==> config.mk <==
export PLATFORM = sky130hd
export DESIGN_NAME = irq_detect
export DESIGN_NICKNAME = d
export VERILOG_FILES = /design/src/rtl/irq_detect_pkg.sv /design/src/rtl/irq_edge_detect.sv /design/src/rtl/irq_pin_cell.sv /design/src/rtl/irq_regfile.sv /design/src/rtl/irq_detect.sv
export SDC_FILE = /design/constraint.sdc
export NUM_CORES = 1
export LEC_CHECK = 0
export ABC_AREA = 1
export BUFFER_PORTS_ARGS = -buffer_cell sky130_fd_sc_hd__buf_4
export CAP_MARGIN = 0
export CORE_MARGIN = 5
export CORE_UTILIZATION = 53
export DETAILED_ROUTE_END_ITERATION = 16
export HOLD_SLACK_MARGIN = 0.05
export PLACE_DENSITY = 0.79
export RECOVER_POWER = 50
export SLEW_MARGIN = 5
export SYNTH_ARGS = -nofsm -noshare
export SYNTH_HDL_FRONTEND = slang
export SYNTH_SLANG_ARGS = --single-unit
==> constraint.sdc <==
create_clock -name clk -period 1.1 [get_ports clk]
set_input_delay 0.165 -clock clk [delete_from_list [all_inputs] [get_ports clk]]
set_output_delay 0.165 -clock clk [all_outputs]
set_load 0.02 [all_outputs]
==> src/rtl/irq_detect_pkg.sv <==
package irq_detect_pkg;
  localparam int ADDR_W = 3;

  typedef enum logic [ADDR_W-1:0] {
    REG_SENSE  = 3'd0,
    REG_BOTH   = 3'd1,
    REG_POL    = 3'd2,
    REG_EN     = 3'd3,
    REG_RAW    = 3'd4,
    REG_MASKED = 3'd5,
    REG_CLEAR  = 3'd6
  } reg_sel_e;
endpackage

==> src/rtl/irq_edge_detect.sv <==
// Delays the pin vector by one cycle and reports qualified edge events.
module irq_edge_detect #(
  parameter int N_PINS = 8
) (
  input  logic              clk,
  input  logic              rst_n,
  input  logic [N_PINS-1:0] pin,
  input  logic [N_PINS-1:0] sense,
  input  logic [N_PINS-1:0] both,
  input  logic [N_PINS-1:0] pol,
  output logic [N_PINS-1:0] evt
);
  logic [N_PINS-1:0] prev_q, prev_d;
  logic [N_PINS-1:0] rise, fall;

  always_comb begin
    prev_d = pin;
    rise   = pin & ~prev_q;
    fall   = ~pin & prev_q;
  end

  always_ff @(posedge clk or negedge rst_n) begin
    if (!rst_n) prev_q <= '0;
    else        prev_q <= prev_d;
  end

  for (genvar i = 0; i < N_PINS; i++) begin : g_evt
    always_comb begin
      if (sense[i])     evt[i] = 1'b0;
      else if (both[i]) evt[i] = rise[i] | fall[i];
      else if (pol[i])  evt[i] = rise[i];
      else              evt[i] = fall[i];
    end
  end
endmodule

==> src/rtl/irq_pin_cell.sv <==
// One pin: edge latch with set-over-clear, and raw status selection.
module irq_pin_cell (
  input  logic clk,
  input  logic rst_n,
  input  logic pin,
  input  logic sense,
  input  logic pol,
  input  logic evt,
  input  logic clr,
  output logic latch,
  output logic raw
);
  logic latch_d;
  logic level_hit;

  always_comb begin
    latch_d = latch;
    if (clr) latch_d = 1'b0;
    if (evt) latch_d = 1'b1;
    level_hit = (pin == pol);
    raw       = sense ? level_hit : latch;
  end

  always_ff @(posedge clk or negedge rst_n) begin
    if (!rst_n) latch <= 1'b0;
    else        latch <= latch_d;
  end
endmodule

==> src/rtl/irq_regfile.sv <==
// Configuration registers, clear pulse decode and read multiplexer.
module irq_regfile
  import irq_detect_pkg::*;
#(
  parameter int N_PINS = 8
) (
  input  logic              clk,
  input  logic              rst_n,
  input  logic              wr,
  input  logic [ADDR_W-1:0] addr,
  input  logic [N_PINS-1:0] wdata,
  input  logic [N_PINS-1:0] raw,
  input  logic [N_PINS-1:0] masked,
  output logic [N_PINS-1:0] sense,
  output logic [N_PINS-1:0] both,
  output logic [N_PINS-1:0] pol,
  output logic [N_PINS-1:0] en,
  output logic [N_PINS-1:0] clr,
  output logic [N_PINS-1:0] rdata
);
  logic [N_PINS-1:0] sense_d, both_d, pol_d, en_d;
  logic sense_we, both_we, pol_we, en_we;

  always_comb begin
    sense_we = wr && (addr == REG_SENSE);
    both_we  = wr && (addr == REG_BOTH);
    pol_we   = wr && (addr == REG_POL);
    en_we    = wr && (addr == REG_EN);
    sense_d  = sense_we ? wdata : sense;
    both_d   = both_we  ? wdata : both;
    pol_d    = pol_we   ? wdata : pol;
    en_d     = en_we    ? wdata : en;
    clr      = (wr && (addr == REG_CLEAR)) ? wdata : '0;
  end

  always_ff @(posedge clk or negedge rst_n) begin
    if (!rst_n) begin
      sense <= '0;
      both  <= '0;
      pol   <= '0;
      en    <= '0;
    end else begin
      sense <= sense_d;
      both  <= both_d;
      pol   <= pol_d;
      en    <= en_d;
    end
  end

  always_comb begin
    case (addr)
      REG_SENSE:  rdata = sense;
      REG_BOTH:   rdata = both;
      REG_POL:    rdata = pol;
      REG_EN:     rdata = en;
      REG_RAW:    rdata = raw;
      REG_MASKED: rdata = masked;
      default:    rdata = '0;
    endcase
  end
endmodule

==> src/rtl/irq_detect.sv <==
module irq_detect
  import irq_detect_pkg::*;
#(
  parameter int N_PINS = 8
) (
  input  logic              clk,
  input  logic              rst_n,
  input  logic [N_PINS-1:0] pin_i,
  input  logic              bus_wr_i,
  input  logic [ADDR_W-1:0] bus_addr_i,
  input  logic [N_PINS-1:0] bus_wdata_i,
  output logic [N_PINS-1:0] bus_rdata_o,
  output logic              irq_o
);
  logic [N_PINS-1:0] sense_q, both_q, pol_q, en_q;
  logic [N_PINS-1:0] clr_vec, edge_evt, edge_latch, raw_status, masked_status;

  irq_regfile #(.N_PINS(N_PINS)) u_regs (
    .clk(clk), .rst_n(rst_n),
    .wr(bus_wr_i), .addr(bus_addr_i), .wdata(bus_wdata_i),
    .raw(raw_status), .masked(masked_status),
    .sense(sense_q), .both(both_q), .pol(pol_q), .en(en_q),
    .clr(clr_vec), .rdata(bus_rdata_o)
  );

  irq_edge_detect #(.N_PINS(N_PINS)) u_edge (
    .clk(clk), .rst_n(rst_n), .pin(pin_i),
    .sense(sense_q), .both(both_q), .pol(pol_q), .evt(edge_evt)
  );

  for (genvar i = 0; i < N_PINS; i++) begin : g_pin
    irq_pin_cell u_cell (
      .clk(clk), .rst_n(rst_n), .pin(pin_i[i]),
      .sense(sense_q[i]), .pol(pol_q[i]),
      .evt(edge_evt[i]), .clr(clr_vec[i]),
      .latch(edge_latch[i]), .raw(raw_status[i])
    );
  end

  always_comb begin
    masked_status = raw_status & en_q;
    irq_o         = |masked_status;
  end
endmodule

Word-level counts from Yosys, hierarchy flattened
Index checks and enable logic that the tools add are counted.
Operators by class
  equal/unequal tests: 14
  mux-type cells: 50
  bitwise operators: 13
  reduce and logical (&&, ||, !) cells: 15
Operator list (count)
  2-to-1 mux 1 bit: 48
  case mux 8 bit (6 select lines): 1
  bitwise AND 8 bit: 3
  NOT 8 bit: 2
  nonzero test 2 bit: 8
  == test 3 bit, second input constant: 3
  == test 1 bit: 8
  2-to-1 mux 8 bit: 1
  OR 1 bit: 8
  OR reduction 8 bit: 1
  == test 3 x 2 -> 1 bit, second input constant: 2
  logical AND 1 bit: 5
  == test 3 x 1 -> 1 bit, second input constant: 1
  zero test 3 bit: 1
Storage, ports and cells
  bits in registers: 48
  input port bits: 22
  word-level logic and storage cells: 105

Longest topological paths before layout
Gate-level depths: netlist of the first run.
  depth after elaboration: 6
  gate-level depth with buffers: 8
  mapped depth without buffers: 8

Cells and area by module
Synthesis of the first run repeated with hierarchy kept, for this count alone.
Second synthesis, totals
  cells, all modules: 451
  area, all modules: 3301.9 um^2
By module, submodules not included
  irq_regfile: instances 1, cells each 244, area each 1954.4 um^2, sequential area each 800.8 um^2
  irq_edge_detect: instances 1, cells each 104, area each 730.7 um^2, sequential area each 200.2 um^2
  irq_pin_cell: instances 8, cells each 10, area each 66.3 um^2, sequential area each 25.0 um^2
  irq_detect: instances 1, cells each 23, area each 86.3 um^2, sequential area each 0.0 um^2

Least setup slack after synthesis of the first run
Ideal clock, no wire load.
  path type: flip-flop to output port
  start: reg u_regs.sense[4]
  end: out irq_o
  arrival time: 1.044 ns
  required time: 0.935 ns
  setup slack: -0.109 ns
  stages on the path, launching flop included: 6
  path buffers: 0
  cell sequence: dfrtp_1 > or2_2 > nand3_1 > nand2_1 > nor2_1 > nand2_1
On the way
  cells in the longest elaborated chain, start to end: 3
RTL lines
  start, declared: RTL line irq_regfile.sv:14  | output logic [N_PINS-1:0] sense,
  start signal, assigned: RTL line irq_regfile.sv:43  | sense <= sense_d;
  2-to-1 mux 1 bit: RTL line irq_pin_cell.sv:21  | raw = sense ? level_hit : latch;
  bitwise AND 8 bit: RTL line irq_detect.sv:41  | masked_status = raw_status & en_q;
  OR reduction 8 bit: RTL line irq_detect.sv:42  | irq_o = |masked_status;
  end, declared: RTL line irq_detect.sv:13  | output logic irq_o
No other way between the ends.

Worst setup path in the final report of the first run
Ends and elaborated chain as after synthesis.

==> results.md, run 1 <==
- CTS root buf: sky130_fd_sc_hd__clkbuf_8
- Hold violation total from the final report: 0
- Total setup violations reported at the end of the flow: 9
- Horizontal die dimension: 81.48 um
- Upper clock frequency limit: 617.6 MHz
- Synth Warn #: 0
- Data arrival time of the critical path: 1.45 ns
- Post-synth cell types: 14
- Fraction of post-synthesis cell area in the top cell type by area: 44.36%
- CTS tree: done
- Number of port buffers: 30
- Clock buffer count from CTS: 5
- Cell Pwr Density: 1441 nW/um^2
- Syn Nets: 401
- Async set-or-reset flop fraction in the synthesized netlist: 100.0%
- Number of buffers between clock root and the deepest sink: 2
- Cell Count Post-Placement: 515
- Half-perimeter wire length after placement: 4952 um
- Initial antenna violation count: 0
- Leak pwr: 2.014 nW
- Status: finished, violations left
- Pin count of the biggest net entering global routing: 49
- Layout cells sized above 1: 36.03%
- Worst-case reg-to-reg path depth: 6
- Post-synth EDFFs: 0
- Total global routing track utilization: 24.75%
- Core area: 5042 sq um
- Post-route fraction of the period consumed by the critical path: 147.2%
- Sequential fraction of the synthesis area: 44.36%
- Most frequent cells after synthesis: 112 x sky130_fd_sc_hd__nand2_1, 56 x sky130_fd_sc_hd__o21ai_0, 51 x sky130_fd_sc_hd__inv_1, 48 x sky130_fd_sc_hd__dfrtp_1, 37 x sky130_fd_sc_hd__nand3_1
- Post-Synthesis Mean Instance Area: 7.459 sq um
- Max Cap Violations: 0
- Number of detailed-route iterations in the first pass: 4
- Clock tree skew after final layout: 0.008006 ns
- Via-to-Cell Ratio: 5.340
- Required time worst endpoint: 0.94 ns
- Startpoint types: flop
- Sinks on the clock net: 48
- Starting density of the core: 53.70%
- Top-level port count: 31
- Biggest area contributors in the synthesized netlist: sky130_fd_sc_hd__dfrtp_1 44%, sky130_fd_sc_hd__nand2_1 16%, sky130_fd_sc_hd__o21ai_0 10%
- Last weighted congestion value of the routability-driven placer: 0.8153
- Violated checks: setup timing
- Number of antenna repair diodes: 0
- NumNets Final: 506
- Global-route wire length before repair: 12,450 um
- CTS H-tree depth: 2
- Most used DFF post-synth: sky130_fd_sc_hd__dfrtp_1
- Crit path capture type: primary output
- Clock Latency Late Sink: 0.31 ns
- Largest fanout on the critical path: 3
- DRC errors left: 0
- DR iter-0 viols: 171
- Via count: 2,878
- Most instantiated library cell after synthesis: sky130_fd_sc_hd__nand2_1
- Final wirelength: 8051 um
- Layout Cells excl Fill: 539
- Standard-cell row count: 26
- Library cell occupying the most area in the post-synthesis netlist: sky130_fd_sc_hd__dfrtp_1
- Final worst path period need: 1.619 ns
- Area Growth Syn to Fin: 47.18%
- Post-detailed-route count of antenna-violating nets: 0
- Netlist area before placement: 2708 sq um
- RSZ-0062 raised after global routing: true
- Maximum resistive drop on vdd: 1.000 mV
- Floorplan die height: 81.48 um
- Max-slew headroom: 57.84%
- Post-Syn Instances: 363
- Max Slew Vio Count: 0
- Full die area: 6638 sq um
- Worst min-delay path category: input pin to flop
- Least setup slack across all paths after layout: -0.5192 ns
- Critical path type: flop to primary output
- Aggregate global routing overflow: 0
- Seq cells post-synth: 48
- Placed instance area: 3487 sq um
- Post-detailed-route wirelength per cell: 14.94 um
- Final non-filler cell area: 3985 sq um
- Via count of the first global-routing pass: 2,765
- Transition time at the pin with the least slew margin: 0.6324 ns
- Hold Path Depth: 2
- Clock-pin transition on the worst setup and hold timing paths: 0.10 ns
-- state kept, by name (all words and copies together), names as in the netlist --
register and cells:
u_regs.sense 8, u_regs.en 8, u_regs.both 8, u_regs.pol 8, u_edge.prev_q 8, g_pin.u_cell.latch 8
-- layer usage --
metal / track usage, % / wire length (um) / vias up
met5: 0 / 0 / -
met4: 10.64 / 270 / 0
met3: 4.605 / 560 / 29
met2: 41.53 / 3886 / 125
met1: 31.19 / 3333 / 1337
li1: - / - / 1387
-- area by class of cell --
class	instances	area, sq um
Clock inverter	1	30.03
Timing Repair Buffer	103	853.3
Multi-Input combinational cell	259	1525
Inverter	51	191.4
Tap cell	70	87.58
Sequential cell	48	1201
Clock buffer	7	96.34
Fill cell	331	1057
-- cells in the final DEF, fill, tap and decap left out, drive strengths merged --
cell type      n
nand2        112
buf           92
o21ai         56
inv           51
dfrtp         48
nand3         37
ha            16
clkbuf        16
nor2          13
or2            8
a21oi          8
o22ai          8
dlygate4sd3    2
nand4          1
bufinv         1
-- through the flow --
stage	worst slack, ns	power, W	util, %	hold WS (ns)	TNS [ns]
2_1_floorplan	-0.004347	0.003101	-	-0.1306	-0.004347
3_3_place_gp	-0.2974	0.003788	69.16	0.1529	-4.429
3_5_place_dp	-0.3230	0.003851	69.16	0.1551	-4.940
4_1_cts	-0.5038	0.005508	75.98	0.07122	-3.242
5_1_grt	-0.5905	0.006040	79.03	0.09744	-4.082
6_report	-0.5192	0.005744	79.03	0.09388	-3.371
-- what timing repair did --
item,in CTS,in global routing
pin swaps,28,29
hold buffers,2,0
setup endpoints to repair,9,9
resized for setup,43,39
endpoints found under the hold margin,49,0
buffers inserted,9,6
-- power breakdown --
group | switching (W) | total (W) | internal (W)
clock network | 0.000623 | 0.00143 | 0.000803
registers | 0.000223 | 0.00226 | 0.00203
logic | 0.00105 | 0.00206 | 0.00102
total | 0.00189 | 0.00574 | 0.00385
-- kinds of logic (layout without fill, tap and decap cells) --
group	after synthesis	after routing	share of synthesized area (%)
and+or+nand+nor	171	171	26.34
DFF	48	48	44.36
buffers and inverters	56	162	8.225
AOI/OAI and AO/OA	72	72	13.68
adders and majority gates	16	16	7.394
-- worst paths after layout --
path	from	end	slack, ns
worst max-delay path	u_regs.sense[4]	irq_o	-0.52
worst min-delay path	pin_i[1]	u_edge.prev_q[1]	0.09
worst max register to register	u_regs.pol[1]	g_pin[1].u_cell.latch	0.05
worst min register to register	g_pin[7].u_cell.latch	g_pin[7].u_cell.latch	0.52
max in group asynchronous	rst_n	u_regs.en[7]	0.15
min in group asynchronous	rst_n	u_edge.prev_q[1]	0.51
-- worst max-delay path, stage by stage, from the launching register on --
cell                      delay [ns]
sky130_fd_sc_hd__dfrtp_1        0.41
sky130_fd_sc_hd__or2_4          0.28
sky130_fd_sc_hd__nand3_2        0.08
sky130_fd_sc_hd__nand2_1        0.06
sky130_fd_sc_hd__nor2_1         0.11
sky130_fd_sc_hd__nand2_2        0.07
sky130_fd_sc_hd__buf_6          0.13
Power figures use the tool's default switching activity.
==> run 2: changes to the inputs <==
--- a/config.mk
+++ b/config.mk
@@ -9,10 +9,10 @@
 export BUFFER_PORTS_ARGS = -buffer_cell sky130_fd_sc_hd__buf_4
 export CAP_MARGIN = 0
 export CORE_MARGIN = 5
-export CORE_UTILIZATION = 53
+export CORE_UTILIZATION = 55
 export DETAILED_ROUTE_END_ITERATION = 16
 export HOLD_SLACK_MARGIN = 0.05
-export PLACE_DENSITY = 0.79
+export PLACE_DENSITY = 0.74
 export RECOVER_POWER = 50
 export SLEW_MARGIN = 5
 export SYNTH_ARGS = -nofsm -noshare
==> constraint.sdc (replaced) <==
create_clock -name clk -period 1.5 [get_ports clk]
set_input_delay 0.225 -clock clk [delete_from_list [all_inputs] [get_ports clk]]
set_output_delay 0.225 -clock clk [all_outputs]
set_load 0.02 [all_outputs]
==> results.md, run 2 (same netlist as run 1, synthesis figures left out) <==
- Required time worst endpoint: 1.27 ns (+0.33 ns)
- Finished Core Util: 78.63% (-0.40 points)
- Most common library cell in the layout ignoring fill and taps: sky130_fd_sc_hd__nand2_1
- Startpoint types: flop
- Worst-case register-to-register setup slack: 0.43 ns (+0.38 ns)
- Upper clock frequency limit: 600.8 MHz
- RSZ-0062 raised after global routing: true
- Number of buffers between clock root and the deepest sink: 2 (unchanged)
- Number of port buffers: 30 (unchanged)
- Highest cell delay on the worst timing path: 0.41 ns (about the same)
- Endpoint with the worst hold slack: u_regs.pol[3]
- Cell Pwr Density: 1030 nW/um^2 (-29%)
- DRC errors left: 0 (unchanged)
- CTS H-tree depth: 2 (unchanged)
- Half-perimeter wire length after placement: 4589 um (-7.3%)
- Clock Latency Late Sink: 0.30 ns (about the same)
- Pin count of the biggest net entering global routing: 49 (unchanged)
- Hold Path Depth: 3 (+1)
- Full die area: 6426 sq um (-3.2%)
- Final worst path period need: 1.665 ns
- Initial antenna violation count: 0 (unchanged)
- DR iter-0 viols: 204 (+19%)
- Max Slew Vio Count: 0 (unchanged)
- Via-to-Cell Ratio: 5.303 (-0.69%)
- Max-slew headroom: 54.70% (-3.1 points)
- Data arrival time of the critical path: 1.44 ns (about the same)
- Worst min-delay path category: input pin to flop
- Horizontal die dimension: 80.17 um (-1.6%)
- Post-detailed-route count of antenna-violating nets: 0 (unchanged)
- Leak pwr: 1.877 nW (-6.8%)
- Crit path capture type: primary output
- Clock-pin transition on the worst setup and hold timing paths: 0.09 ns (about the same)
- Setup slack at placement: -0.02507 ns (+0.2979 ns)
- Total setup violations reported at the end of the flow: 8 (-1)
- CP Buf/Inv Count: 2 (+1)
- Area Growth Syn to Fin: 38.08%
- Clock buffer count from CTS: 5 (unchanged)
- Clock tree skew after final layout: 0.003500 ns (-0.004506 ns)
- Number of antenna repair diodes: 0 (unchanged)
- Starting density of the core: 56.95% (+3.3 points)
- CTS root buf: sky130_fd_sc_hd__clkbuf_8
- Critical-path cell list: inv_2 > nand2_1 > nand2_1 > nand2_2 > nand3_1 > nand2_1 > nor2_2 > nand2_2 > buf_6
- Number of detailed-route iterations in the first pass: 5 (+1)
- Worst-case reg-to-reg path depth: 6 (unchanged)
- Top-level port count: 31 (unchanged)
- Final wirelength: 7815 um (-2.9%)
- Status: finished, violations left
- Transition time at the pin with the least slew margin: 0.6796 ns (+0.04718 ns)
- Last weighted congestion value of the routability-driven placer: 0.8738 (+7.2%)
- Global-route wire length before repair: 12,250 um (-1.6%)
- Hold Crit Start: bus_wdata_i[3]
- Largest fanout on the critical path: 3 (unchanged)
- Layout cells sized above 1: 28.98% (-7.1 points)
- Least setup slack across all paths after layout: -0.1646 ns (+0.3547 ns)
- Cell type with the highest occurrence count on the critical path: sky130_fd_sc_hd__nand2_1
- Aggregate global routing overflow: 0 (unchanged)
- Floorplan die height: 80.17 um (-1.6%)
- Hold violation total from the final report: 0 (unchanged)
- Reg2Reg Launch Point: u_regs.sense[6]
- Filler cell count in the final layout: 341 (+3.0%)
- Max Cap Violations: 0 (unchanged)
- Sinks on the clock net: 48 (unchanged)
- Violated checks: setup timing
- Core area: 4755 sq um (-5.7%)
- Crit-path leading delay family: simple AND/OR/NAND/NOR gates
- Post-route fraction of the period consumed by the critical path: 111.0%
- Via count: 2,752 (-4.4%)
- Post-detailed-route wirelength per cell: 15.06 um (+0.81%)
- CTS tree: done
- NumNets Final: 489 (-3.4%)
- Critical path type: flop to primary output
- Maximum resistive drop on vdd: 0.6887 mV (-31%)
- Cell with the largest stage delay on the worst path: sky130_fd_sc_hd__dfrtp_1
- Via count of the first global-routing pass: 2,617 (-5.4%)
- Total global routing track utilization: 25.05% (+0.30 points)
- Capturing point of the worst reg2reg path: g_pin[6].u_cell.latch
- Standard-cell row count: 25 (-3.8%)
- Most frequent cells in the layout: 97 x sky130_fd_sc_hd__nand2_1, 49 x sky130_fd_sc_hd__buf_4, 48 x sky130_fd_sc_hd__dfrtp_1
run 2: worst max path at each step:
stage	cells past startpoint	endpoint	slack (ns)	startpoint
global placement	8	bus_rdata_o[3]	-0.008	bus_addr_i[0]
detailed placement	8	bus_rdata_o[7]	-0.03	bus_addr_i[0]
finish	9	irq_o	-0.16	u_regs.pol[1]
global route	9	irq_o	-0.25	u_regs.pol[1]
floorplan	5	irq_o	0.23	u_regs.sense[4]
CTS	9	irq_o	-0.14	u_regs.pol[7]
run 2: worst min-delay path: stages:
cell                      delay, ns
sky130_fd_sc_hd__buf_4         0.07
sky130_fd_sc_hd__inv_1         0.06
sky130_fd_sc_hd__o21ai_0       0.15
run 2: final cells by class:
cell class	count	area (sq um)	share of cell area, %
Multi-Input combinational cell	259	1474	39.42
Sequential cell	48	1201	32.13
Tap cell	67	83.83	2.242
Inverter	51	191.4	5.120
Timing Repair Buffer	86	698.2	18.67
Clock buffer	8	90.09	2.410
run 2: per-layer routing:
metal  global-route usage [%]  wire (um)
met5                        0          0
met4                    11.32        280
met3                    5.269        581
met2                    40.48       3759
met1                    32.16       3194
run 2: stage by stage:
step                area, sq um  hold WS (ns)  power [W]  TNS (ns)  std cells
floorplan                  2708      -0.07059   0.002224         0        363
global placement           3173        0.2767   0.002583  -0.02250        480
detailed placement         3173        0.2884   0.002610  -0.06956        480
CTS                        3548       0.05037   0.003621   -0.1621        507
global route               3739        0.2419   0.004105    -1.356        519
finish                     3739        0.2341   0.003849   -0.6001        519
run 2: report_power, final:
group | switching, W | internal, W
logic | 0.000733 | 0.000651
clock network | 0.000442 | 0.000377
registers | 0.000155 | 0.00149
total | 0.00133 | 0.00252
run 2: what timing repair did:
action | CTS | global route
hold buffers | 8 | 1
endpoints found under the setup margin | 9 | 9
setup buffers | 12 | 11
endpoints found under the hold margin | 55 | 1
pin swaps | 22 | 29
resized for setup | 41 | 44
